--- src/rtl/clksw_pkg.sv ---
package clksw_pkg;
  localparam int SEL_W  = 4;
  localparam int MODE_W = 4;
  localparam int NSRC   = 3;

  typedef logic [SEL_W-1:0]  sel_t;
  typedef logic [MODE_W-1:0] mode_t;

  localparam sel_t SEL_IRC      = 4'h0;
  localparam sel_t SEL_IRC_DIV  = 4'h1;
  localparam sel_t SEL_XOSC_DIV = 4'h2;
  localparam sel_t SEL_PLL      = 4'h4;
  localparam sel_t SEL_OFF      = 4'hF;

  localparam mode_t MODE_TEST = 4'h1;
  localparam mode_t MODE_RUN0 = 4'h4;
  localparam mode_t MODE_STOP = 4'hA;
  localparam mode_t MODE_STBY = 4'hD;

  // index of each source inside the stable-flag vector
  localparam int IDX_IRC  = 0;
  localparam int IDX_XOSC = 1;
  localparam int IDX_PLL  = 2;

  typedef enum logic [1:0] {SRC_NONE, SRC_IRC, SRC_XOSC, SRC_PLL} src_e;
  typedef enum logic [1:0] {ACT_IDLE, ACT_WAIT, ACT_APPLY, ACT_REJECT} act_e;
endpackage

--- src/rtl/clksw_sync.sv ---
module clksw_sync #(
  parameter int WIDTH  = 3,
  parameter int STAGES = 2
) (
  input  logic             clk,
  input  logic             rst,
  input  logic [WIDTH-1:0] d,
  output logic [WIDTH-1:0] q
);
  logic [STAGES-1:0][WIDTH-1:0] stg;

  always_ff @(posedge clk) begin
    if (rst) begin
      stg <= '0;
    end else begin
      stg[0] <= d;
      for (int i = 1; i < STAGES; i++) stg[i] <= stg[i-1];
    end
  end

  assign q = stg[STAGES-1];
endmodule

--- src/rtl/clksw_decode.sv ---
module clksw_decode
  import clksw_pkg::*;
(
  input  mode_t tgt_mode,
  input  sel_t  cur_sel,
  input  sel_t  tgt_sel,
  output act_e  act,
  output src_e  src,
  output sel_t  new_sel
);
  always_comb begin
    act     = ACT_IDLE;
    src     = SRC_NONE;
    new_sel = tgt_sel;
    if (tgt_mode == MODE_STBY) begin
      act     = ACT_APPLY;
      new_sel = '0;
    end else if (tgt_sel != cur_sel) begin
      case (tgt_sel)
        SEL_IRC, SEL_IRC_DIV: begin act = ACT_WAIT; src = SRC_IRC;  end
        SEL_XOSC_DIV:         begin act = ACT_WAIT; src = SRC_XOSC; end
        SEL_PLL:              begin act = ACT_WAIT; src = SRC_PLL;  end
        SEL_OFF: act = (tgt_mode == MODE_STOP || tgt_mode == MODE_TEST) ? ACT_APPLY : ACT_REJECT;
        default: act = ACT_REJECT;
      endcase
    end
  end
endmodule

--- src/rtl/sysclk_switch.sv ---
module sysclk_switch
  import clksw_pkg::*;
#(
  parameter int SYNC_STAGES = 2
) (
  input  logic       clk,
  input  logic       rst,
  input  logic [3:0] cur_mode,
  input  logic [3:0] tgt_mode,
  input  logic [3:0] cur_sel,
  input  logic [3:0] tgt_sel,
  input  logic       switch_req,
  input  logic       irc_stable,
  input  logic       xosc_stable,
  input  logic       pll_stable,
  output logic [3:0] clk_sel,
  output logic       sw_done,
  output logic       sel_err
);
  logic [NSRC-1:0] stab_raw, stab_s;
  act_e act;
  src_e req_src, pend_src_q, pend_src_d;
  sel_t req_sel, sel_q, sel_d, pend_sel_q, pend_sel_d;
  logic pend_q, pend_d, err_d, done_q, err_q;

  assign stab_raw[IDX_IRC]  = irc_stable;
  assign stab_raw[IDX_XOSC] = xosc_stable;
  assign stab_raw[IDX_PLL]  = pll_stable;

  clksw_sync #(.WIDTH(NSRC), .STAGES(SYNC_STAGES)) u_sync (
    .clk(clk), .rst(rst), .d(stab_raw), .q(stab_s)
  );

  clksw_decode u_dec (
    .tgt_mode(tgt_mode), .cur_sel(cur_sel), .tgt_sel(tgt_sel),
    .act(act), .src(req_src), .new_sel(req_sel)
  );

  function automatic logic src_ready(input src_e s, input logic [NSRC-1:0] f);
    case (s)
      SRC_IRC:  return f[IDX_IRC];
      SRC_XOSC: return f[IDX_XOSC];
      SRC_PLL:  return f[IDX_PLL];
      default:  return 1'b1;
    endcase
  endfunction

  always_comb begin
    sel_d      = sel_q;
    pend_d     = pend_q;
    pend_src_d = pend_src_q;
    pend_sel_d = pend_sel_q;
    err_d      = 1'b0;
    if (cur_mode == MODE_STBY) begin
      sel_d  = '0;
      pend_d = 1'b0;
    end else if (switch_req) begin
      pend_d = 1'b0;
      case (act)
        ACT_WAIT: begin
          if (src_ready(req_src, stab_s)) begin
            sel_d = req_sel;
          end else begin
            pend_d     = 1'b1;
            pend_src_d = req_src;
            pend_sel_d = req_sel;
          end
        end
        ACT_APPLY:  sel_d = req_sel;
        ACT_REJECT: err_d = 1'b1;
        default: ;
      endcase
    end else if (pend_q && src_ready(pend_src_q, stab_s)) begin
      sel_d  = pend_sel_q;
      pend_d = 1'b0;
    end
  end

  always_ff @(posedge clk) begin
    if (rst) begin
      sel_q      <= '0;
      pend_q     <= 1'b0;
      pend_src_q <= SRC_NONE;
      pend_sel_q <= '0;
      done_q     <= 1'b0;
      err_q      <= 1'b0;
    end else begin
      sel_q      <= sel_d;
      pend_q     <= pend_d;
      pend_src_q <= pend_src_d;
      pend_sel_q <= pend_sel_d;
      done_q     <= (sel_d != sel_q);
      err_q      <= err_d;
    end
  end

  assign clk_sel = sel_q;
  assign sw_done = done_q;
  assign sel_err = err_q;

  AST_IRC_DIV_GATED: assert property (@(posedge clk) disable iff (rst)
    (clk_sel == SEL_IRC_DIV && $past(clk_sel) != SEL_IRC_DIV) |-> $past(stab_s[IDX_IRC]));
  AST_XOSC_GATED: assert property (@(posedge clk) disable iff (rst)
    (clk_sel == SEL_XOSC_DIV && $past(clk_sel) != SEL_XOSC_DIV) |-> $past(stab_s[IDX_XOSC]));
  AST_PLL_GATED: assert property (@(posedge clk) disable iff (rst)
    (clk_sel == SEL_PLL && $past(clk_sel) != SEL_PLL) |-> $past(stab_s[IDX_PLL]));
  AST_OFF_MODE_ONLY: assert property (@(posedge clk) disable iff (rst)
    (clk_sel == SEL_OFF && $past(clk_sel) != SEL_OFF) |->
      ($past(tgt_mode) == MODE_STOP || $past(tgt_mode) == MODE_TEST));
  AST_ERR_KEEPS_SEL: assert property (@(posedge clk) disable iff (rst)
    sel_err |-> clk_sel == $past(clk_sel));
  AST_STBY_FORCED: assert property (@(posedge clk) disable iff (rst)
    (cur_mode == MODE_STBY) |=> (clk_sel == '0 && !sel_err));
  AST_DONE_ERR_EXCL: assert property (@(posedge clk) disable iff (rst)
    !(sw_done && sel_err));
endmodule

--- config.mk ---
export PLATFORM = sky130hd
export DESIGN_NAME = sysclk_switch
export DESIGN_NICKNAME = d
export VERILOG_FILES = /design/src/rtl/clksw_pkg.sv /design/src/rtl/clksw_sync.sv /design/src/rtl/clksw_decode.sv /design/src/rtl/sysclk_switch.sv
export SDC_FILE = /design/constraint.sdc
export NUM_CORES = 1
export LEC_CHECK = 0
export BUFFER_PORTS_ARGS = -buffer_cell sky130_fd_sc_hd__buf_2
export CAP_MARGIN = 30
export CORE_MARGIN = 1.5
export CORE_UTILIZATION = 54
export DETAILED_ROUTE_END_ITERATION = 7
export PLACE_DENSITY = 0.78
export SETUP_SLACK_MARGIN = 0.4
export SLEW_MARGIN = 30
export SYNTH_ARGS = -nofsm -noshare
export SYNTH_HDL_FRONTEND = slang
export SYNTH_SLANG_ARGS = --single-unit
--- constraint.sdc ---
create_clock -name clk -period 3.6 [get_ports clk]
set_clock_uncertainty 0.05 [all_clocks]
set_input_delay 0.36 -clock clk [delete_from_list [all_inputs] [get_ports clk]]
set_output_delay 0.36 -clock clk [all_outputs]
set_load 0.005 [all_outputs]
# ---- Yosys cells after proc, flatten, opt, wreduce, memory -nomap -nowiden
# Index checks and enable logic that the tools add are counted.
dict set report totals {
  ff_bits 19
  word_cells 64
}
dict set report op_classes {
  eq_ne 19
  mux 25
  n_bitwise 3
  n_reduce_logical 9
}
# cell n
set op_table {}
lappend op_table {{$mux W4} 5}
lappend op_table {{$eq A4 B4 Y1 const B} 4}
lappend op_table {{$eq A2 B2 Y1 const B} 6}
lappend op_table {{$mux W1} 11}
lappend op_table {{$eq A4 B1 Y1 const B} 2}
lappend op_table {{$mux W2} 4}
lappend op_table {{$ne A4 B4 Y1} 2}
lappend op_table {{$pmux W4 S2} 1}
lappend op_table {{$eq A2 B1 Y1 const B} 3}
lappend op_table {{$pmux W1 S3} 2}
lappend op_table {{$pmux W2 S3} 1}
lappend op_table {{$eq A4 B2 Y1 const B} 1}
lappend op_table {{$eq A4 B3 Y1 const B} 1}
lappend op_table {{$logic_not A4 Y1} 1}
lappend op_table {{$pmux W2 S2} 1}
lappend op_table {{$reduce_and A4 Y1} 1}
lappend op_table {{$reduce_or A2 Y1} 2}
lappend op_table {{$reduce_or A4 Y1} 1}
lappend op_table {{$not A1 Y1} 3}
lappend op_table {{$reduce_or A3 Y1} 1}
lappend op_table {{$reduce_bool A2 Y1} 1}
lappend op_table {{$logic_and A1 B1 Y1} 1}
lappend op_table {{$logic_or A1 B1 Y1} 1}

# ---- Longest topological paths before layout
# Gate-level depths: netlist of run 1.
dict set report depth {
  depth_word 15
  ltp_mapped 14
  ltp_nobuf 12
}

# ---- Modules after synthesis
# A second synthesis of run 1 with hierarchy kept.
dict set report unflattened {
  cells_unflattened 143
  hier_area_um2 1218.7
}
# module instances cells_per_inst area_per_inst_um2 seq_area_each_um2
set modules_own_cells {}
lappend modules_own_cells {sysclk_switch 1 103 859.6 260.2}
lappend modules_own_cells {clksw_sync 1 15 180.2 120.1}
lappend modules_own_cells {clksw_decode 1 25 178.9 0.0}

# ---- Least setup slack after synthesis of run 1
# No wires, ideal clock.
dict set report synth_path {
  path_type {input-to-reg}
  start {input tgt_sel[0]}
  end {register pend_sel_q[2]}
  arrival_time_ps 2739
  setup_slack_ps 683
  path_stages 13
  n_path_buf 3
  path_cell_list {buf_4 xor2_1 nor4_4 o21ai_0 inv_1 ha_1 clkbuf_1 nand2_1 a211oi_4 and3_1 buf_4 mux2i_1 nor2_1}
}
dict set report synth_between {
  elab_chain_len 12
  elab_cells_between_ends 24
}
# element line_no
set synth_lines {}
lappend synth_lines {{start: declaration} sysclk_switch.sv:11} ;# input logic [3:0] tgt_sel,
lappend synth_lines {{$eq A4 B1 Y1 or $logic_not A4 Y1 (tied branches)} clksw_decode.sv:19} ;# case (tgt_sel)
lappend synth_lines {{$reduce_or A2 Y1} clksw_decode.sv:19}
lappend synth_lines {{$pmux W2 S3} clksw_decode.sv:19}
lappend synth_lines {{$mux W2} clksw_decode.sv:18} ;# end else if (tgt_sel != cur_sel) begin
lappend synth_lines {{$mux W2} clksw_decode.sv:15} ;# if (tgt_mode == MODE_STBY) begin
lappend synth_lines {{$eq A2 B2 Y1 or $eq A2 B1 Y1 (tied branches)} sysclk_switch.sv:40} ;# case (s)
lappend synth_lines {{$pmux W1 S3} sysclk_switch.sv:40}
lappend synth_lines {{$mux W1} sysclk_switch.sv:59} ;# case (act)
lappend synth_lines {{$mux W1} sysclk_switch.sv:57} ;# end else if (switch_req) begin
lappend synth_lines {{$mux W1} sysclk_switch.sv:54} ;# if (cur_mode == MODE_STBY) begin
lappend synth_lines {{$not A1 Y1 (no source line)} n/a}
lappend synth_lines {{$reduce_and A4 Y1 (no source line) *} n/a}
lappend synth_lines {{end signal: assignment} sysclk_switch.sv:91} ;# pend_sel_q <= pend_sel_d;
lappend synth_lines {{end: declaration} sysclk_switch.sv:23} ;# sel_t req_sel, sel_q, sel_d, pend_sel_q, pend_sel_d;
# Every way passes the cells marked *; elsewhere a longest branch is shown, timed or not. The select of a mux whose other input is x is not followed.
# A chain may end at the register's enable or synchronous reset.

# ---- Worst setup path after layout of run 1
dict set report layout_path {
  start {input tgt_sel[1]}
  end {register pend_sel_q[2]}
}
# Same word-level chain as after synthesis.

==> results of run 1 <==
[report_power, final]
part / internal [W] / switching [W] / leakage, nW / total, W
clock: 0.0000424 / 0.0000742 / 0.0139 / 0.000117
sequential: 0.000220 / 0.00000877 / 0.156 / 0.000228
combinational: 0.0000499 / 0.0000729 / 0.403 / 0.000123
[area by class of cell]
type                       instances  area, µm²  area share
sequential                        19      380.4      0.2538
inverter                           7      26.28     0.01753
clock buffer                       3      22.52     0.01503
clock inverter                     1      7.507    0.005008
multi-input combinational        137      892.1      0.5952
timing repair buffer              27      135.1     0.09015
tap                               28      35.03     0.02337
[kinds of logic after synthesis]
group                      count (synthesis)  share of synthesized area
buffers and inverters                     16                    0.06094
DFF                                       19                     0.2807
xor gates and xnor gates                   5                    0.03232
and+or+nand+nor                           80                     0.3343
muxes                                      3                    0.02216
adders and majority gates                  4                    0.03509
AOI/OAI and AO/OA                         45                     0.2346
[cell usage in the layout, fill, tap and decap left out, drive strengths merged, types with 2 or more instances in the layout]
master / count
a211oi: 8
a21oi: 13
a311oi: 2
and3: 3
and4b: 2
buf: 27
clkbuf: 3
dfxtp: 19
ha: 3
inv: 7
mux2i: 3
nand2: 17
nand2b: 4
nand3: 7
nand4: 2
nand4b: 2
nor2: 16
nor2b: 7
nor3: 4
nor3b: 6
nor4: 4
o21ai: 9
o41ai: 2
or3: 3
xor2: 4
[registers in the layout, indices dropped and copies added (netlist names)]
register / cells
clk_sel: 4
pend_sel_q: 4
u_sync.q: 3
u_sync.stg: 3
pend_src_q: 2
pend_q: 1
sel_err: 1
sw_done: 1
[critical path, cell delays in order]
cell and delay, ns:
buf_2 0.16, xor2_1 0.20, nor4_4 0.49, o21ai_0 0.26
inv_1 0.10, ha_1 0.33, nand2_1 0.15, a211oi_4 0.37
and3_1 0.34, mux2i_1 0.21, nor2_1 0.06
[per-stage QoR]
| stage | std cells | power, W | setup slack (ns) | instance area, µm² | hold slack, ns |
|---|---|---|---|---|---|
| finish | 222 | 0.0004679 | 0.7310 | 1499 | 0.1999 |
| global route | 222 | 0.0004918 | 0.4150 | 1499 | 0.1954 |
| CTS | 222 | 0.0004692 | 0.7529 | 1499 | 0.1931 |
| detailed placement | 218 | 0.0003539 | 0.4218 | 1469 | 0.3756 |
| global placement | 218 | 0.0003529 | 0.5364 | 1469 | 0.3664 |
| floorplan | 172 | 0.0003162 | 0.6829 | 1355 | 0.3638 |
[final timing paths]
path / startpoint / endpoint / slack [ns] / cells past startpoint
max reg2reg: u_sync.q[0]$_SDFF_PP0_ / pend_sel_q[2]$_SDFFE_PP0P_ / 1.64 / 5
min reg2reg: u_sync.stg[2]$_SDFF_PP0_ / u_sync.q[2]$_SDFF_PP0_ / 0.40 / 1
min: pll_stable / u_sync.stg[2]$_SDFF_PP0_ / 0.20 / 2
max: tgt_sel[1] / pend_sel_q[2]$_SDFFE_PP0P_ / 0.73 / 11
[cells in the mapped netlist, drive strengths merged (2+ instances only)]
library cell / instances / area (µm²)
a211oi: 8 / 82.58
a21oi: 13 / 65.06
a311oi: 2 / 17.52
and3: 3 / 18.77
and4b: 2 / 20.02
buf: 4 / 37.53
clkbuf: 5 / 18.77
dfxtp: 19 / 380.4
ha: 3 / 37.54
inv: 7 / 26.28
mux2i: 3 / 30.03
nand2: 17 / 63.81
nand2b: 4 / 25.02
nand3: 7 / 35.03
nand4: 2 / 12.51
nand4b: 2 / 23.77
nor2: 16 / 60.06
nor2b: 7 / 43.79
nor3: 4 / 20.02
nor3b: 6 / 45.04
nor4: 4 / 40.04
o21ai: 9 / 45.04
o41ai: 2 / 17.52
or3: 3 / 18.77
xor2: 4 / 35.03
[metal layers]
layer,track usage,up-vias,routed length (µm)
li1,-,674,-
met1,0.3426,647,1416
met2,0.4521,76,1586
met3,0.05367,7,324
met4,0.09402,0,51
met5,0,-,0
==> impl_metrics.py, run 1 <==
metrics = {
    "status": {
        "status": "complete, no violations",
    },
    "sta": {
        "setup_viol": 0,
        "rsz0062_at_grt": "no",
        "fin_crit_sh": 0.7969,
        "min_period_ns": 2.869,
        "tns_ns": 0,
        "fmax_mhz": 348.6,
        "slew_viol_final": 0,
        "slew_headroom": 0.6170,
        "finalHoldViolations": 0,
        "tightest_slew_ns": 0.5735,
    },
    "grt": {
        "antenna_found_initial": 0,
        "track_usage": 0.2700,
        "grt_max_degree": 16,
        "grt_pass1_vias": 1280,
        "grt_remaining_overflow": 0,
        "grt_pass1_wl_um": 5554,
    },
    "layout": {
        "diodes": 0,
        "fin_nets": 220,
        "n_fill_cell": 228,
        "finish.utilization": 0.6525,
        "drive_above_1_share": 0.1907,
        "syn_to_final_growth_pct": 10.62,
    },
    "clock_network": {
        "cts.path.max_buffers": 2,
        "cts_resized": 0,
        "cts_tree": "yes",
        "h-tree-depth": 1,
        "root_buffer": "clkbuf_4",
        "clk_pin_slew_ns": 0.12,
        "cts.sink_count": 19,
        "clkLatencyLatePin_ns": 0.31,
        "cts_inserted_buffers": 3,
        "holdBufCountCts": 0,
        "postCtsSetupRepairBufs": 0,
    },
    "die": {
        "row_count": 17,
        "core-area_um2": 2297,
        "start_util": 0.5899,
        "io_pins": 28,
        "dieArea_um2": 2819,
        "dieHeight_um": 53.10,
        "die_x_um": 53.10,
    },
    "power": {
        "p_leak_nw": 0.5726,
        "power_density_nw_per_um2": 312.2,
        "vdd.ir_drop.worst_mv": 0.2665,
    },
    "yosys": {
        "synth_edf_count": 0,
        "async_flop_share": 0,
        "synthCells": 172,
        "ys_warn_count": 0,
        "synth_ff_type": "dfxtp_1",
        "yosysSeqAreaShare": 0.2807,
        "avgSynthCellArea_um2": 7.878,
        "ys_seq_elements": 19,
        "yosysUniqueCellTypes": 47,
        "synth_fp_nets": 197,
        "netlist_area_um2": 1355,
    },
    "worst_setup_path": {
        "cp-end-kind": "flop",
        "worstPathRequired_ns": 3.75,
        "start_kind": "primary input",
        "worstPathMaxFanout": 10,
        "critical_path_class": "primary input to flop",
        "crit_arrival_ns": 3.02,
    },
    "drt": {
        "via_per_inst": 6.324,
        "drt_iter0_drc": 58,
        "wl_per_cell_um": 15.22,
        "wl_um": 3378,
        "drc_errors": 0,
        "vias": 1404,
        "ant_nets": 0,
        "dr.pass1.iters": 4,
    },
    "placement": {
        "dp_hpwl_um": 2609,
        "gp_congestion": 0.9747,
        "port_buffers": 27,
    },
    "hold_path": {
        "hold_path.class": "primary input to flop",
    },
    "run": {
        "drv_cap": 0,
    },
}
No activity file was read; power rests on OpenSTA's default activity.
==> run 2, diff against run 1 <==
==> constraint.sdc (replaced) <==
create_clock -name clk -period 2.8 [get_ports clk]
set_clock_uncertainty 0.05 [all_clocks]
set_input_delay 0.28 -clock clk [delete_from_list [all_inputs] [get_ports clk]]
set_output_delay 0.28 -clock clk [all_outputs]
set_load 0.005 [all_outputs]
==> run 2 against run 1 <==
  * Sequential cell count unchanged
  * Critical path depth increased by 1
  * Cell count increased by 1.8%
  * Non-clock buffer count increased by 4
  * Utilization increased by 2.6 points
  * Count of clock-buffer cells in the layout unchanged
  * Total power increased by 32%
  * Combinational power increased by 38%
  * First-iteration DRC count increased by 14%
  * Global-route usage decreased by 0.087 points
  * Register-to-register slack got worse by 0.86 ns
  * Via count increased by 0.36%
  * Largest power group unchanged
==> impl_metrics.py, run 2 (same netlist as run 1, synthesis figures left out) <==
metrics = {
    "status": {
        "status": "complete, no violations",
    },
    "power": {
        "vdd.ir_drop.worst_mv": 0.4241,
        "p_comb_frac": 0.275,
        "power_switching_w": 0.0002103,
        "power_density_nw_per_um2": 397.3,
        "seqPwrFrac": 0.475,
        "total_power_w": 0.0006188,
        "p_int_w": 0.0004086,
        "swShare": 0.3398,
        "p_leak_nw": 0.6019,
        "p_clk_frac": 0.250,
    },
    "die": {
        "dieArea_um2": 2819,
        "die_x_um": 53.10,
        "io_pins": 28,
        "row_count": 17,
        "dieHeight_um": 53.10,
        "core-area_um2": 2297,
        "start_util": 0.5899,
    },
    "clock_network": {
        "cts.sink_count": 19,
        "h-tree-depth": 1,
        "postCtsSetupRepairBufs": 0,
        "clk_pin_slew_ns": 0.13,
        "holdBufCountCts": 0,
        "cts.path.max_buffers": 2,
        "cts_inserted_buffers": 3,
        "clkLatencyLatePin_ns": 0.31,
        "cts_tree": "yes",
        "root_buffer": "clkbuf_4",
    },
    "placement": {
        "dp_hpwl_um": 2687,
        "dp_cells": 222,
        "port_buffers": 27,
        "gp_congestion": 1.020,
        "place_ws_ns": 0.1392,
    },
    "layout": {
        "stdcell_count": 226,
        "diodes": 0,
        "syn_to_final_growth_pct": 14.96,
        "fin_nets": 224,
        "drive_above_1_share": 0.2374,
        "mostFrequentLayoutCell": "buf_2",
        "layout_common_cells": "27 x buf_2, 19 x dfxtp_1, 16 x nand2_1, 16 x nor2_1, 13 x a21oi_1",
    },
    "sta": {
        "slew_headroom": 0.5408,
        "tns_ns": 0,
        "tightest_slew_ns": 0.6876,
        "fmax_mhz": 436.9,
        "rsz0062_at_grt": "no",
        "holdWs_ns": 0.1219,
        "fin_crit_sh": 0.8175,
        "setup_viol": 0,
        "setup_ws_ns": 0.5109,
        "slew_viol_final": 0,
        "min_period_ns": 2.289,
        "finalHoldViolations": 0,
    },
    "grt": {
        "grt_max_degree": 16,
        "track_usage": 0.2692,
        "grt_remaining_overflow": 0,
        "grt_pass1_vias": 1209,
        "grt_pass1_wl_um": 5492,
        "antenna_found_initial": 0,
    },
    "hold_path": {
        "hold_path.class": "primary input to flop",
        "holdPathStages": 2,
        "min_to": "u_sync.stg[0]$_SDFF_PP0_",
        "hp-start": "irc_stable",
    },
    "drt": {
        "ant_nets": 0,
        "drt_iter0_drc": 66,
        "vias": 1409,
        "dr.pass1.iters": 4,
        "wl_per_cell_um": 15.35,
        "drc_errors": 0,
        "via_per_inst": 6.235,
        "wl_um": 3470,
    },
    "worst_setup_path": {
        "reg2reg_setup_slack_ns": 0.78,
        "cpMostUsedCell": "nor2_1",
        "start_kind": "primary input",
        "crit_slowest_cell": "ha_1",
        "r2r-end": "sw_done$_SDFF_PP0_",
        "worstReg2RegStart": "pend_src_q[0]$_SDFFE_PP0P_",
        "worstPathMaxFanout": 10,
        "crit_arrival_ns": 2.48,
        "crit_chain": "buf_2 > xor2_2 > nor4_4 > nor2_1 > o41ai_2 > ha_1 > buf_4 > nor2_1 > a21oi_1 > nor4b_1 > nor2_1 > a41oi_1",
        "critical_path_class": "primary input to flop",
        "crit_path_max_incr_delay_ns": 0.35,
        "r2r_cells": 6,
        "worstPathRequired_ns": 2.99,
        "cp-end-kind": "flop",
    },
    "run": {
        "drv_cap": 0,
    },
}
[run 2: repair_timing]
action	in CTS	in global routing
setup endpoints to repair	0	4
hold endpoints to repair	0	0
resized for setup	0	1
[run 2: how the worst max path moves through the flow]
stage,start,end,slack (ns),cells after the start
CTS,tgt_sel[2],pend_sel_q[2]$_SDFFE_PP0P_,0.47,12
global route,tgt_sel[1],sw_done$_SDFF_PP0_,0.46,12
finish,tgt_sel[1],sw_done$_SDFF_PP0_,0.51,12
floorplan,tgt_sel[1],sw_done$_SDFF_PP0_,0.29,12
global placement,tgt_sel[1],pend_sel_q[2]$_SDFFE_PP0P_,0.20,11
detailed placement,tgt_sel[2],pend_sel_q[2]$_SDFFE_PP0P_,0.14,12
[run 2: power by group through the flow]
stage / Clock, W / Combinational (W) / Sequential, W
after floorplan: 0 / 0.000122 / 0.000297
after global placement: 0 / 0.000163 / 0.000299
after detailed placement: 0 / 0.000167 / 0.000299
after CTS: 0.000154 / 0.000168 / 0.000293
after global routing: 0.000167 / 0.000186 / 0.000295
final: 0.000155 / 0.000170 / 0.000294
[run 2: metrics by stage]
stage | instance area [µm²] | util
4_1_cts | 1555 | 0.6770
6_report | 1558 | 0.6781
3_3_place_gp | 1525 | 0.6639
3_5_place_dp | 1525 | 0.6639
5_1_grt | 1558 | 0.6781
2_1_floorplan | 1405 | -
[run 2: worst max-delay path: cells and delay by family]
kind / cells / cell delay, ns
buffers and inverters: 2 / 0.35
and+or+nand+nor: 5 / 0.94
xor gates and xnor gates: 1 / 0.18
AOI/OAI and AO/OA: 3 / 0.38
adders and majority gates: 1 / 0.35
[run 2: final cells by class]
class,instances,area (µm²)
clock inverter,1,7.507
timing repair buffer,31,165.2
fill,214,739.5
tap,28,35.03
clock buffer,3,22.52
inverter,7,26.28
sequential,19,380.4
multi-input combinational,137,920.9
[run 2: routing by layer]
layer / track usage / vias to the layer above / share of wire / routed length, µm
li1: - / 680 / - / -
met2: 0.4167 / 70 / 0.45 / 1563
met4: 0.1111 / 0 / 0.031 / 109
met5: 0 / - / 0 / 0
met3: 0.03390 / 13 / 0.087 / 303
met1: 0.3752 / 646 / 0.43 / 1494
==> run 3, diff against run 2 <==
--- a/config.mk
+++ b/config.mk
@@ -8,9 +8,9 @@
 export BUFFER_PORTS_ARGS = -buffer_cell sky130_fd_sc_hd__buf_2
 export CAP_MARGIN = 30
 export CORE_MARGIN = 1.5
-export CORE_UTILIZATION = 54
+export CORE_UTILIZATION = 49
 export DETAILED_ROUTE_END_ITERATION = 7
-export PLACE_DENSITY = 0.78
+export PLACE_DENSITY = 0.74
 export SETUP_SLACK_MARGIN = 0.4
 export SLEW_MARGIN = 30
 export SYNTH_ARGS = -nofsm -noshare
==> constraint.sdc (replaced) <==
create_clock -name clk -period 2 [get_ports clk]
set_clock_uncertainty 0.05 [all_clocks]
set_input_delay 0.2 -clock clk [delete_from_list [all_inputs] [get_ports clk]]
set_output_delay 0.2 -clock clk [all_outputs]
set_load 0.005 [all_outputs]
==> run 3 against run 2 <==
  * The flow now finishes with violations (DRC, setup timing)
  * Clock power rose by 35%
  * Final area increased by 24%
  * Via count rose by 13%
  * Sequential cell count is the same
  * Register-to-register slack got worse by 0.70 ns
  * Wire length rose by 29%
  * Highest routed layer unchanged
==> impl_metrics.py, run 3 (same netlist as run 1, synthesis figures left out) <==
metrics = {
    "layout": {
        "diodes": 0,
        "finish.utilization": 0.7616,
        "fin_nets": 251,
        "syn_to_final_growth_pct": 43.03,
        "layout_common_cells": "27 x buf_4, 23 x buf_2, 19 x dfxtp_1",
        "drive_above_1_share": 0.4133,
        "mostFrequentLayoutCell": "buf_4",
    },
    "die": {
        "start_util": 0.5324,
        "io_pins": 28,
        "die_x_um": 55.59,
        "dieArea_um2": 3090,
        "core-area_um2": 2545,
        "row_count": 18,
        "dieHeight_um": 55.59,
    },
    "drt": {
        "drt_iter0_drc": 69,
        "via_per_inst": 6.235,
        "wl_per_cell_um": 17.50,
        "ant_nets": 0,
        "drc_errors": 1,
        "wl_um": 4462,
        "dr.pass1.iters": 6,
        "vias": 1590,
    },
    "power": {
        "power_density_nw_per_um2": 491.3,
        "vdd.ir_drop.worst_mv": 0.5245,
        "total_power_w": 0.0009521,
        "p_leak_nw": 0.7643,
    },
    "clock_network": {
        "root_buffer": "clkbuf_4",
        "clk_pin_slew_ns": 0.12,
        "h-tree-depth": 1,
        "cts.sink_count": 19,
        "clkLatencyLatePin_ns": 0.31,
        "cts_tree": "yes",
        "cts.path.max_buffers": 2,
        "cts_inserted_buffers": 3,
    },
    "placement": {
        "port_buffers": 27,
        "gp_congestion": 0.9541,
        "dp_hpwl_um": 3230,
    },
    "sta": {
        "fin_crit_sh": 1.053,
        "fmax_mhz": 475.0,
        "setup_ws_ns": -0.1051,
        "setup_viol": 2,
        "finalHoldViolations": 0,
        "rsz0062_at_grt": "yes",
        "tightest_slew_ns": 0.4808,
        "slew_headroom": 0.6773,
        "slew_viol_final": 0,
        "min_period_ns": 2.105,
    },
    "grt": {
        "grt_remaining_overflow": 0,
        "grt_max_degree": 16,
        "track_usage": 0.2705,
        "grt_pass1_wl_um": 6672,
        "antenna_found_initial": 0,
        "grt_pass1_vias": 1443,
    },
    "worst_setup_path": {
        "worstReg2RegStart": "u_sync.q[1]$_SDFF_PP0_",
        "startpoint": "cur_sel[1]",
        "start_kind": "primary input",
        "worstPathMaxFanout": 8,
        "cp-end-kind": "flop",
        "worstPathRequired_ns": 2.19,
        "critical_path_class": "primary input to flop",
        "crit_arrival_ns": 2.30,
    },
    "hold_path": {
        "hp-start": "xosc_stable",
        "hold_path.class": "primary input to flop",
    },
    "status": {
        "status": "finished, violations left",
        "violations": "DRC, setup timing",
    },
    "run": {
        "drv_cap": 0,
    },
}
## run 3: cell types whose count changed in the layout (fill, tap and decap cells not counted), sizes merged
cell / delta
clkinv: +1
clkinvlp: -1
buf: +27
## run 3: layout make-up
class                   count  area [µm²]
multi-input cells         137        1051
fillers                   198       606.8
repair buffers             58       415.4
flip-flops and latches     19       380.4
well taps                  30       37.54
inverters                   7       26.28
clock buffers               3       22.52
clock inverters             1       5.005
## run 3: repair_timing
action,in CTS,in global routing
pin swaps,9,11
setup buffers,2,2
setup endpoints to repair,12,13
hold buffers,0,0
resized for setup,12,19
## run 3: per-stage QoR
stage | instance area (µm²) | cells | hold WS, ns | setup TNS (ns) | worst slack [ns]
after floorplan | 1444 | 172 | 0.2216 | -3.580 | -0.4335
after global placement | 1730 | 247 | 0.3681 | -2.739 | -0.3236
after detailed placement | 1730 | 247 | 0.3683 | -3.513 | -0.3914
after CTS | 1827 | 253 | 0.05313 | -0.04106 | -0.04106
after global routing | 1938 | 255 | 0.05217 | -0.6611 | -0.2275
final | 1938 | 255 | 0.04791 | -0.1151 | -0.1051
## run 3: worst max-delay path: stages
cell and delay [ns]:
buf_8 0.10, xor2_4 0.17, nor4_4 0.33, nor2_1 0.11, o41ai_2 0.07, ha_2 0.40, nand2b_1 0.19, buf_4 0.15
a211oi_1 0.34, nor4_2 0.07, a41oi_1 0.15
## run 3: final timing paths
kind,slack (ns),end,depth (start not counted)
hold / removal,0.05,u_sync.stg[1]$_SDFF_PP0_,2
setup / recovery,-0.11,sw_done$_SDFF_PP0_,11
setup reg to reg,0.08,clk_sel[0]$_SDFF_PP0_,6
hold reg to reg,0.41,u_sync.q[0]$_SDFF_PP0_,1
## run 3: layer usage
| layer | global-route usage | share of wire | vias to the layer above |
|---|---|---|---|
| li1 | - | - | 736 |
| met1 | 0.3624 | 0.39 | 749 |
| met2 | 0.4541 | 0.49 | 91 |
| met3 | 0.03953 | 0.085 | 14 |
| met4 | 0.07317 | 0.027 | 0 |
| met5 | 0 | 0 | - |
## run 3: report_power, final
part           switching (W)  internal (W)  total [W]
clock network       0.000134     0.0000746   0.000209
registers          0.0000138      0.000395   0.000409
logic               0.000173      0.000161   0.000334
total               0.000321      0.000631   0.000952
